===== config.mk =====
export PLATFORM = sky130hd
export DESIGN_NAME = rx4b5b_rx
export DESIGN_NICKNAME = d
export VERILOG_FILES = /design/src/rtl/rx4b5b_pkg.sv /design/src/rtl/rx4b5b_classify.sv /design/src/rtl/rx4b5b_fsm.sv /design/src/rtl/rx4b5b_mii_reg.sv /design/src/rtl/rx4b5b_rx.sv
export SDC_FILE = /design/constraint.sdc
export NUM_CORES = 1
export LEC_CHECK = 0
export CORE_UTILIZATION = 54
export CTS_CLUSTER_SIZE = 16
export DETAILED_ROUTE_END_ITERATION = 6
export PLACE_DENSITY = 0.86
export SYNTH_ARGS = -nofsm -noshare
export SYNTH_HDL_FRONTEND = slang
export SYNTH_HIERARCHICAL = 1
export SYNTH_SLANG_ARGS = --single-unit

===== constraint.sdc =====
create_clock -name clk -period 4.69 [get_ports clk]
set_input_delay 0.938 -clock clk [delete_from_list [all_inputs] [get_ports clk]]
set_output_delay 0.938 -clock clk [all_outputs]
set_load 0.01 [all_outputs]

===== src/rtl/rx4b5b_pkg.sv =====
package rx4b5b_pkg;

    localparam int CODE_W = 5;
    localparam int NIB_W  = 4;

    localparam logic [CODE_W-1:0] SYM_J    = 5'b11000;
    localparam logic [CODE_W-1:0] SYM_K    = 5'b10001;
    localparam logic [CODE_W-1:0] SYM_T    = 5'b01101;
    localparam logic [CODE_W-1:0] SYM_R    = 5'b00111;
    localparam logic [CODE_W-1:0] SYM_IDLE = 5'b11111;

    typedef enum logic [2:0] {
        K_DATA,
        K_J,
        K_K,
        K_T,
        K_R,
        K_IDLE,
        K_BAD
    } kind_e;

    typedef struct packed {
        kind_e             kind;
        logic [NIB_W-1:0]  nib;
    } sym_t;

    typedef enum logic [1:0] {
        S_WAIT,
        S_GOTJ,
        S_FRAME,
        S_GOTT
    } st_e;

    typedef struct packed {
        logic              dv;
        logic              er;
        logic [NIB_W-1:0]  nib;
    } mii_t;

    localparam mii_t MII_QUIET = '{dv: 1'b0, er: 1'b0, nib: '0};

    function automatic sym_t classify(input logic [CODE_W-1:0] c);
        sym_t s;
        s.kind = K_DATA;
        s.nib  = '0;
        unique case (c)
            5'b11110: s.nib = 4'h0;
            5'b01001: s.nib = 4'h1;
            5'b10100: s.nib = 4'h2;
            5'b10101: s.nib = 4'h3;
            5'b01010: s.nib = 4'h4;
            5'b01011: s.nib = 4'h5;
            5'b01110: s.nib = 4'h6;
            5'b01111: s.nib = 4'h7;
            5'b10010: s.nib = 4'h8;
            5'b10011: s.nib = 4'h9;
            5'b10110: s.nib = 4'hA;
            5'b10111: s.nib = 4'hB;
            5'b11010: s.nib = 4'hC;
            5'b11011: s.nib = 4'hD;
            5'b11100: s.nib = 4'hE;
            5'b11101: s.nib = 4'hF;
            SYM_J:    s.kind = K_J;
            SYM_K:    s.kind = K_K;
            SYM_T:    s.kind = K_T;
            SYM_R:    s.kind = K_R;
            SYM_IDLE: s.kind = K_IDLE;
            default:  s.kind = K_BAD;
        endcase
        return s;
    endfunction

endpackage


===== src/rtl/rx4b5b_classify.sv =====
module rx4b5b_classify
    import rx4b5b_pkg::*;
(
    input  logic [CODE_W-1:0] code_i,
    output sym_t              sym_o
);

    always_comb begin
        sym_o = classify(code_i);
    end

endmodule


===== src/rtl/rx4b5b_fsm.sv =====
module rx4b5b_fsm
    import rx4b5b_pkg::*;
#(
    parameter logic [NIB_W-1:0] BAD_SSD_NIB = 4'b1110
) (
    input  logic clk,
    input  logic rst,
    input  sym_t sym_i,
    output mii_t nxt_o
);

    st_e st_q, st_d;

    always_ff @(posedge clk) begin
        if (rst) st_q <= S_WAIT;
        else     st_q <= st_d;
    end

    always_comb begin
        st_d  = st_q;
        nxt_o = MII_QUIET;
        unique case (st_q)
            S_WAIT: begin
                if (sym_i.kind == K_J) st_d = S_GOTJ;
            end
            S_GOTJ: begin
                if (sym_i.kind == K_K) begin
                    st_d = S_FRAME;
                end else begin
                    st_d      = S_WAIT;
                    nxt_o.er  = 1'b1;
                    nxt_o.nib = BAD_SSD_NIB;
                end
            end
            S_FRAME: begin
                if (sym_i.kind == K_DATA) begin
                    nxt_o.dv  = 1'b1;
                    nxt_o.nib = sym_i.nib;
                end else if (sym_i.kind == K_T) begin
                    st_d = S_GOTT;
                end else begin
                    nxt_o.dv = 1'b1;
                    nxt_o.er = 1'b1;
                end
            end
            S_GOTT: begin
                st_d = S_WAIT;
                if (sym_i.kind != K_R) nxt_o.er = 1'b1;
            end
            default: st_d = S_WAIT;
        endcase
    end

endmodule


===== src/rtl/rx4b5b_mii_reg.sv =====
module rx4b5b_mii_reg
    import rx4b5b_pkg::*;
(
    input  logic clk,
    input  logic rst,
    input  mii_t d_i,
    output mii_t q_o
);

    always_ff @(posedge clk) begin
        if (rst) q_o <= MII_QUIET;
        else     q_o <= d_i;
    end

endmodule


===== src/rtl/rx4b5b_rx.sv =====
module rx4b5b_rx
    import rx4b5b_pkg::*;
#(
    parameter logic [NIB_W-1:0] BAD_SSD_NIB = 4'b1110
) (
    input  logic              clk,
    input  logic              rst,
    input  logic [CODE_W-1:0] code_i,
    output logic              rx_dv,
    output logic [NIB_W-1:0]  rxd,
    output logic              rx_er
);

    sym_t sym;
    mii_t nxt;
    mii_t cur;

    rx4b5b_classify u_classify (
        .code_i (code_i),
        .sym_o  (sym)
    );

    rx4b5b_fsm #(
        .BAD_SSD_NIB (BAD_SSD_NIB)
    ) u_fsm (
        .clk   (clk),
        .rst   (rst),
        .sym_i (sym),
        .nxt_o (nxt)
    );

    rx4b5b_mii_reg u_out (
        .clk (clk),
        .rst (rst),
        .d_i (nxt),
        .q_o (cur)
    );

    assign rx_dv = cur.dv;
    assign rx_er = cur.er;
    assign rxd   = cur.nib;

endmodule


After elaboration in Yosys (flattened, before gate mapping)
Cells that the tools add are included.

Input port bits: 7. Output and inout port bits: 6. Flip-flop bits (word level): 8.

Bitwise logic cells: 1. Muxes and demuxes: 15. Reduce and logical (&&, ||, !) cells: 5. Eq/ne operators: 31.

Operators by type and width (count): == test 5 bit (second input constant) (14); one-hot mux 4 bit (15 select lines) (1); == test 5 x 4 -> 1 bit (second input constant) (6); one-hot mux 3 bit (6 select lines) (1); OR reduction 16 bit (1); two-way mux 2 bit (5); one-hot mux 2 bit (4 select lines) (1); one-hot mux 4 bit (2 select lines) (1); == test 3 x 2 -> 1 bit (second input constant) (2); == test 5 x 3 -> 1 bit (second input constant) (1); two-way mux 5 bit (1); == test 2 bit (second input constant) (2); two-way mux 4 bit (1); inequality test 2 x 1 -> 1 bit (second input constant) (2); == test 3 x 1 -> 1 bit (second input constant) (1); logical NOT 3 bit (1); two-way mux 1 bit (3); inequality test 3 bit (second input constant) (1); one-hot mux 1 bit (3 select lines) (1); AND reduction 3 bit (1); == test 2 x 1 -> 1 bit (second input constant) (1); logical NOT 2 bit (1); inequality test 2 bit (second input constant) (1); OR reduction 2 bit (1); NOT 1 bit (1).

Depth between registers and ports, before layout
Depth in word-level cells: 7. Gate-level depth with buffers: 9. Depth with buffers taken out: 7.

Cells and area by module
The synthesis kept the hierarchy.

Modules (own cells, without submodules): rx4b5b_fsm (instances 1, cells an instance 40, seq. area each 40.0 µm², area an instance 317.8 µm²); rx4b5b_classify (instances 1, cells an instance 36, seq. area each 0.0 µm², area an instance 232.7 µm²); rx4b5b_mii_reg (instances 1, cells an instance 12, seq. area each 120.1 µm², area an instance 157.7 µm²).

Worst setup path after synthesis
OpenSTA, ideal clock, no wires.

Path kind: input-to-reg. From: input port code_i[3]. To: register u_out/q_o[4] (netlist bit). Arrival time: 2.464 ns. Cell stages on the path: 9. Path buffers: 2. Path slack: 2.112 ns. Cell sequence: clkbuf_1 and2b_1 o21ai_0 and3_1 buf_4 or4b_4 o311ai_1 a221oi_1 nor2b_1.

RTL lines: start: declaration (line rx4b5b_rx.sv:8) `input logic [CODE_W-1:0] code_i,`; end signal: assignment (line rx4b5b_mii_reg.sv:12) `else q_o <= d_i;`; end: declaration (line rx4b5b_mii_reg.sv:7) `output mii_t q_o`.

==> metrics.csv <==
stage,metric,value,unit
sta,crit share post-route,68.4,%
route,met2 routed WL,635,um
clock_tree,Clock Latency Late Sink,250,ps
route,wire per inst,11.4,um
synth,Post-Synthesis Cells,88,
sta,Final Max Tran Viols,0,
route,Pre-antenna DRT Iters,4,
sta,Final Setup Violations,0,
floorplanning,die height,38.2,um
power_and_ir_drop,Comb pwr share,31.3,%
outcome,status,"finished, final reports clean",
synth,Syn Nets,100,
power_and_ir_drop,standby leakage power,0.000363,uW
finish,Area Overhead vs Synth,18.2,%
floorplanning,starting density of the core,61.3,%
sta,Max Clock Skew,3.40,ps
route,Routed met3 length,69,um
setup_path,reg2reg setup slack,2840,ps
power_and_ir_drop,Peak VDD IR,87.0,uV
power_and_ir_drop,Pwr Density,215,nW/um2
finish,Final #Nets,111,
sta,FMAX,312,MHz
sta,Slew @ Worst Pin,487,ps
route,DRC errors left,0,
global_routing,vias in the first global route,467,
synth,Post-synth EDFFs,0,
setup_path,reg-to-reg endpoint,u_out/q_o[4],
setup_path,critical path class,input port to register,
worst_hold_path,Worst Hold Launch,u_fsm/st_q[0],
power_and_ir_drop,sw power,53.6,uW
route,met1 wire length,526,um
synth,"top cells by area, synth","dfxtp_1 23%, ha_1 8.8%, nor2b_1 5.3%",
setup_path,reg-to-reg startpoint,u_fsm/st_q[0],
sta,minimum clock period,3210,ps
setup_path,Worst Path Required,4820,ps
finish,final cell count without fillers,111,
clock_tree,clock-pin slew on the worst setup and hold paths,50,ps
floorplanning,I/O pin cnt,13,
global_routing,"Remaining Overflow, GRT",0,
placed_design,HPWL Detailed,958,um
sta,RSZ-0062 raised after global routing,false,
power_and_ir_drop,Flop pwr share,40.4,%
route,DRT antenna net count,0,
power_and_ir_drop,Clock Power Share,28.3,%
floorplanning,Rows,12,
worst_hold_path,Hold Crit Class,register to register,
placed_design,placer congestion estimate,0.863,
sta,final hold viol count,0,
finish,fraction of layout cells with a size suffix above 1,6.19,%
setup_path,Reg2Reg Depth,6,
global_routing,initial antenna violation count,0,
synth,area share of the largest cell type after synthesis,22.6,%
route,vias per cell,6.00,
synth,Post-synth ARST share,0,%
synth,Post-Syn Area per Cell,8.05,um2
synth,Synth top cells by count,"8 x dfxtp_1, 6 x nand2_1, 6 x nor2b_1",
global_routing,first-pass GRT wire length,1.84,mm
synth,dominant cell type by area after synthesis,dfxtp_1,
clock_tree,Clock Tree Buf Depth,2,
synth,most common cell in the synthesized netlist,dfxtp_1,
route,Routed WL,1.26,mm
worst_hold_path,hold path depth,2,
route,DR iter-0 viols,6,
power_and_ir_drop,Sw Ratio,29.7,%
route,highest routed metal layer,met4,
route,via count,666,
clock_tree,Num CTS Buffers,3,
floorplanning,chip width,38.2,um
synth,sequential area share after synthesis,22.6,%
worst_hold_path,hold endpoint,u_fsm/st_q[0],
synth,Post-synth top flop,dfxtp_1,
synth,post-synthesis cell type count,41,
finish,ant diodes,0,
clock_tree,# H-tree levels,1,
synth,Mapped Area,708,um2
placed_design,placed cell count,108,
placed_design,Port Buffers,12,
synth,synth warn,6,
sta,Max transition margin,67.4,%
floorplanning,Core Footprint,1160,um2
global_routing,largest net degree at the start of global routing,15,
synth,Seq cells post-synth,8,
global_routing,gr usage total,18.8,%
floorplanning,Die Area,1460,um2
clock_tree,number of clock sinks,8,
clock_tree,Post-CTS Hold Buffers,0,
setup_path,Startpoint Class,input port,
setup_path,"critical path fanouts, max",14,
setup_path,critical path arrival,3340,ps
sta,total negative slack,0,ps
clock_tree,Post-CTS Setup Bufs,0,
power_and_ir_drop,Pint,127,uW
clock_tree,CTS resizes,0,
setup_path,crit end category,register,
clock_tree,CTS tree,done,
clock_tree,CTS root buffer,clkbuf_4,
flow_run,MaxCap Viol Count,0,
## worst max-delay path by stage
stage / endpoint / cells past startpoint / start
final: register / 7 / code_i[1]
after global routing: register / 7 / code_i[1]
after CTS: register / 7 / code_i[1]
after detailed placement: register / 7 / code_i[1]
after global placement: register / 7 / code_i[1]
after floorplan: u_out/q_o[4] / 9 / code_i[3]
## cell families (layout without fill, tap and decap cells)
family	after synthesis	after routing	share of synthesized area, %
simple gates	39	39	35.0
compound gates	20	20	20.3
buf+inv	11	20	7.07
flops	8	8	22.6
fa+ha+maj	5	5	8.83
xor+xnor	5	5	6.18
## cell type report
class | count | area, um2
clock buffers | 3 | 22.5
fillers | 94 | 319
inverters | 5 | 18.8
multi-input cells | 69 | 498
flip-flops and latches | 8 | 160
well taps | 14 | 17.5
repair buffers | 12 | 120
## power by group through the flow
stage | sequential (uW) | clock (uW) | combinational, uW
floorplan | 73.9 | 0 | 42.4
finish | 72.9 | 51.0 | 56.3
global placement | 74.0 | 0 | 54.8
global route | 72.8 | 55.4 | 61.7
CTS | 72.7 | 54.1 | 56.1
detailed placement | 74.0 | 0 | 55.9
## layer usage
metal / up-vias / GRT usage (%)
li1: 328 / -
met3: 5 / 1.74
met1: 309 / 20.1
met4: 0 / 16.1
met2: 24 / 32.6
met5: - / 0
## metrics by stage
stage | instance area (um2) | total power [uW] | setup WS, ps | util, % | hold slack (ps)
3_5_place_dp | 815 | 130 | 1220 | 70.5 | 668
2_1_floorplan | 708 | 116 | 2110 | - | 573
4_1_cts | 837 | 183 | 1490 | 72.4 | 675
6_report | 837 | 180 | 1480 | 72.4 | 685
3_3_place_gp | 815 | 129 | 1330 | 70.5 | 642
5_1_grt | 837 | 190 | 1300 | 72.4 | 698
## worst max-delay path, cell delays in order
cell and delay [ps]:
clkdlybuf4s50_1 650, nand2b_4 250, or3b_1 370, a21boi_1 390, nor4b_1 280, a311oi_1 100
o311a_1 360
## placed cells by master (no fill, tap or decap), drive strengths merged
cell type,count
a21oi,1
nand2,6
nand4b,1
nor3b,1
nand3b,1
o21a,1
o211ai,1
ha,5
xor2,1
or3b,1
and2,4
and4b,1
nand2b,2
a21boi,2
and3,2
and2b,2
nor2b,6
clkbuf,3
or2,1
nor4b,1
o311ai,1
a21o,4
o21ai,5
or4,1
clkdlybuf4s50,12
xnor2,4
nand3,1
nor2,4
or4b,1
dfxtp,8
nor3,2
inv,5
o2111ai,1
a311oi,1
o311a,1
nand4,1
a221oi,2
No activity file was read; power rests on OpenSTA's default activity.
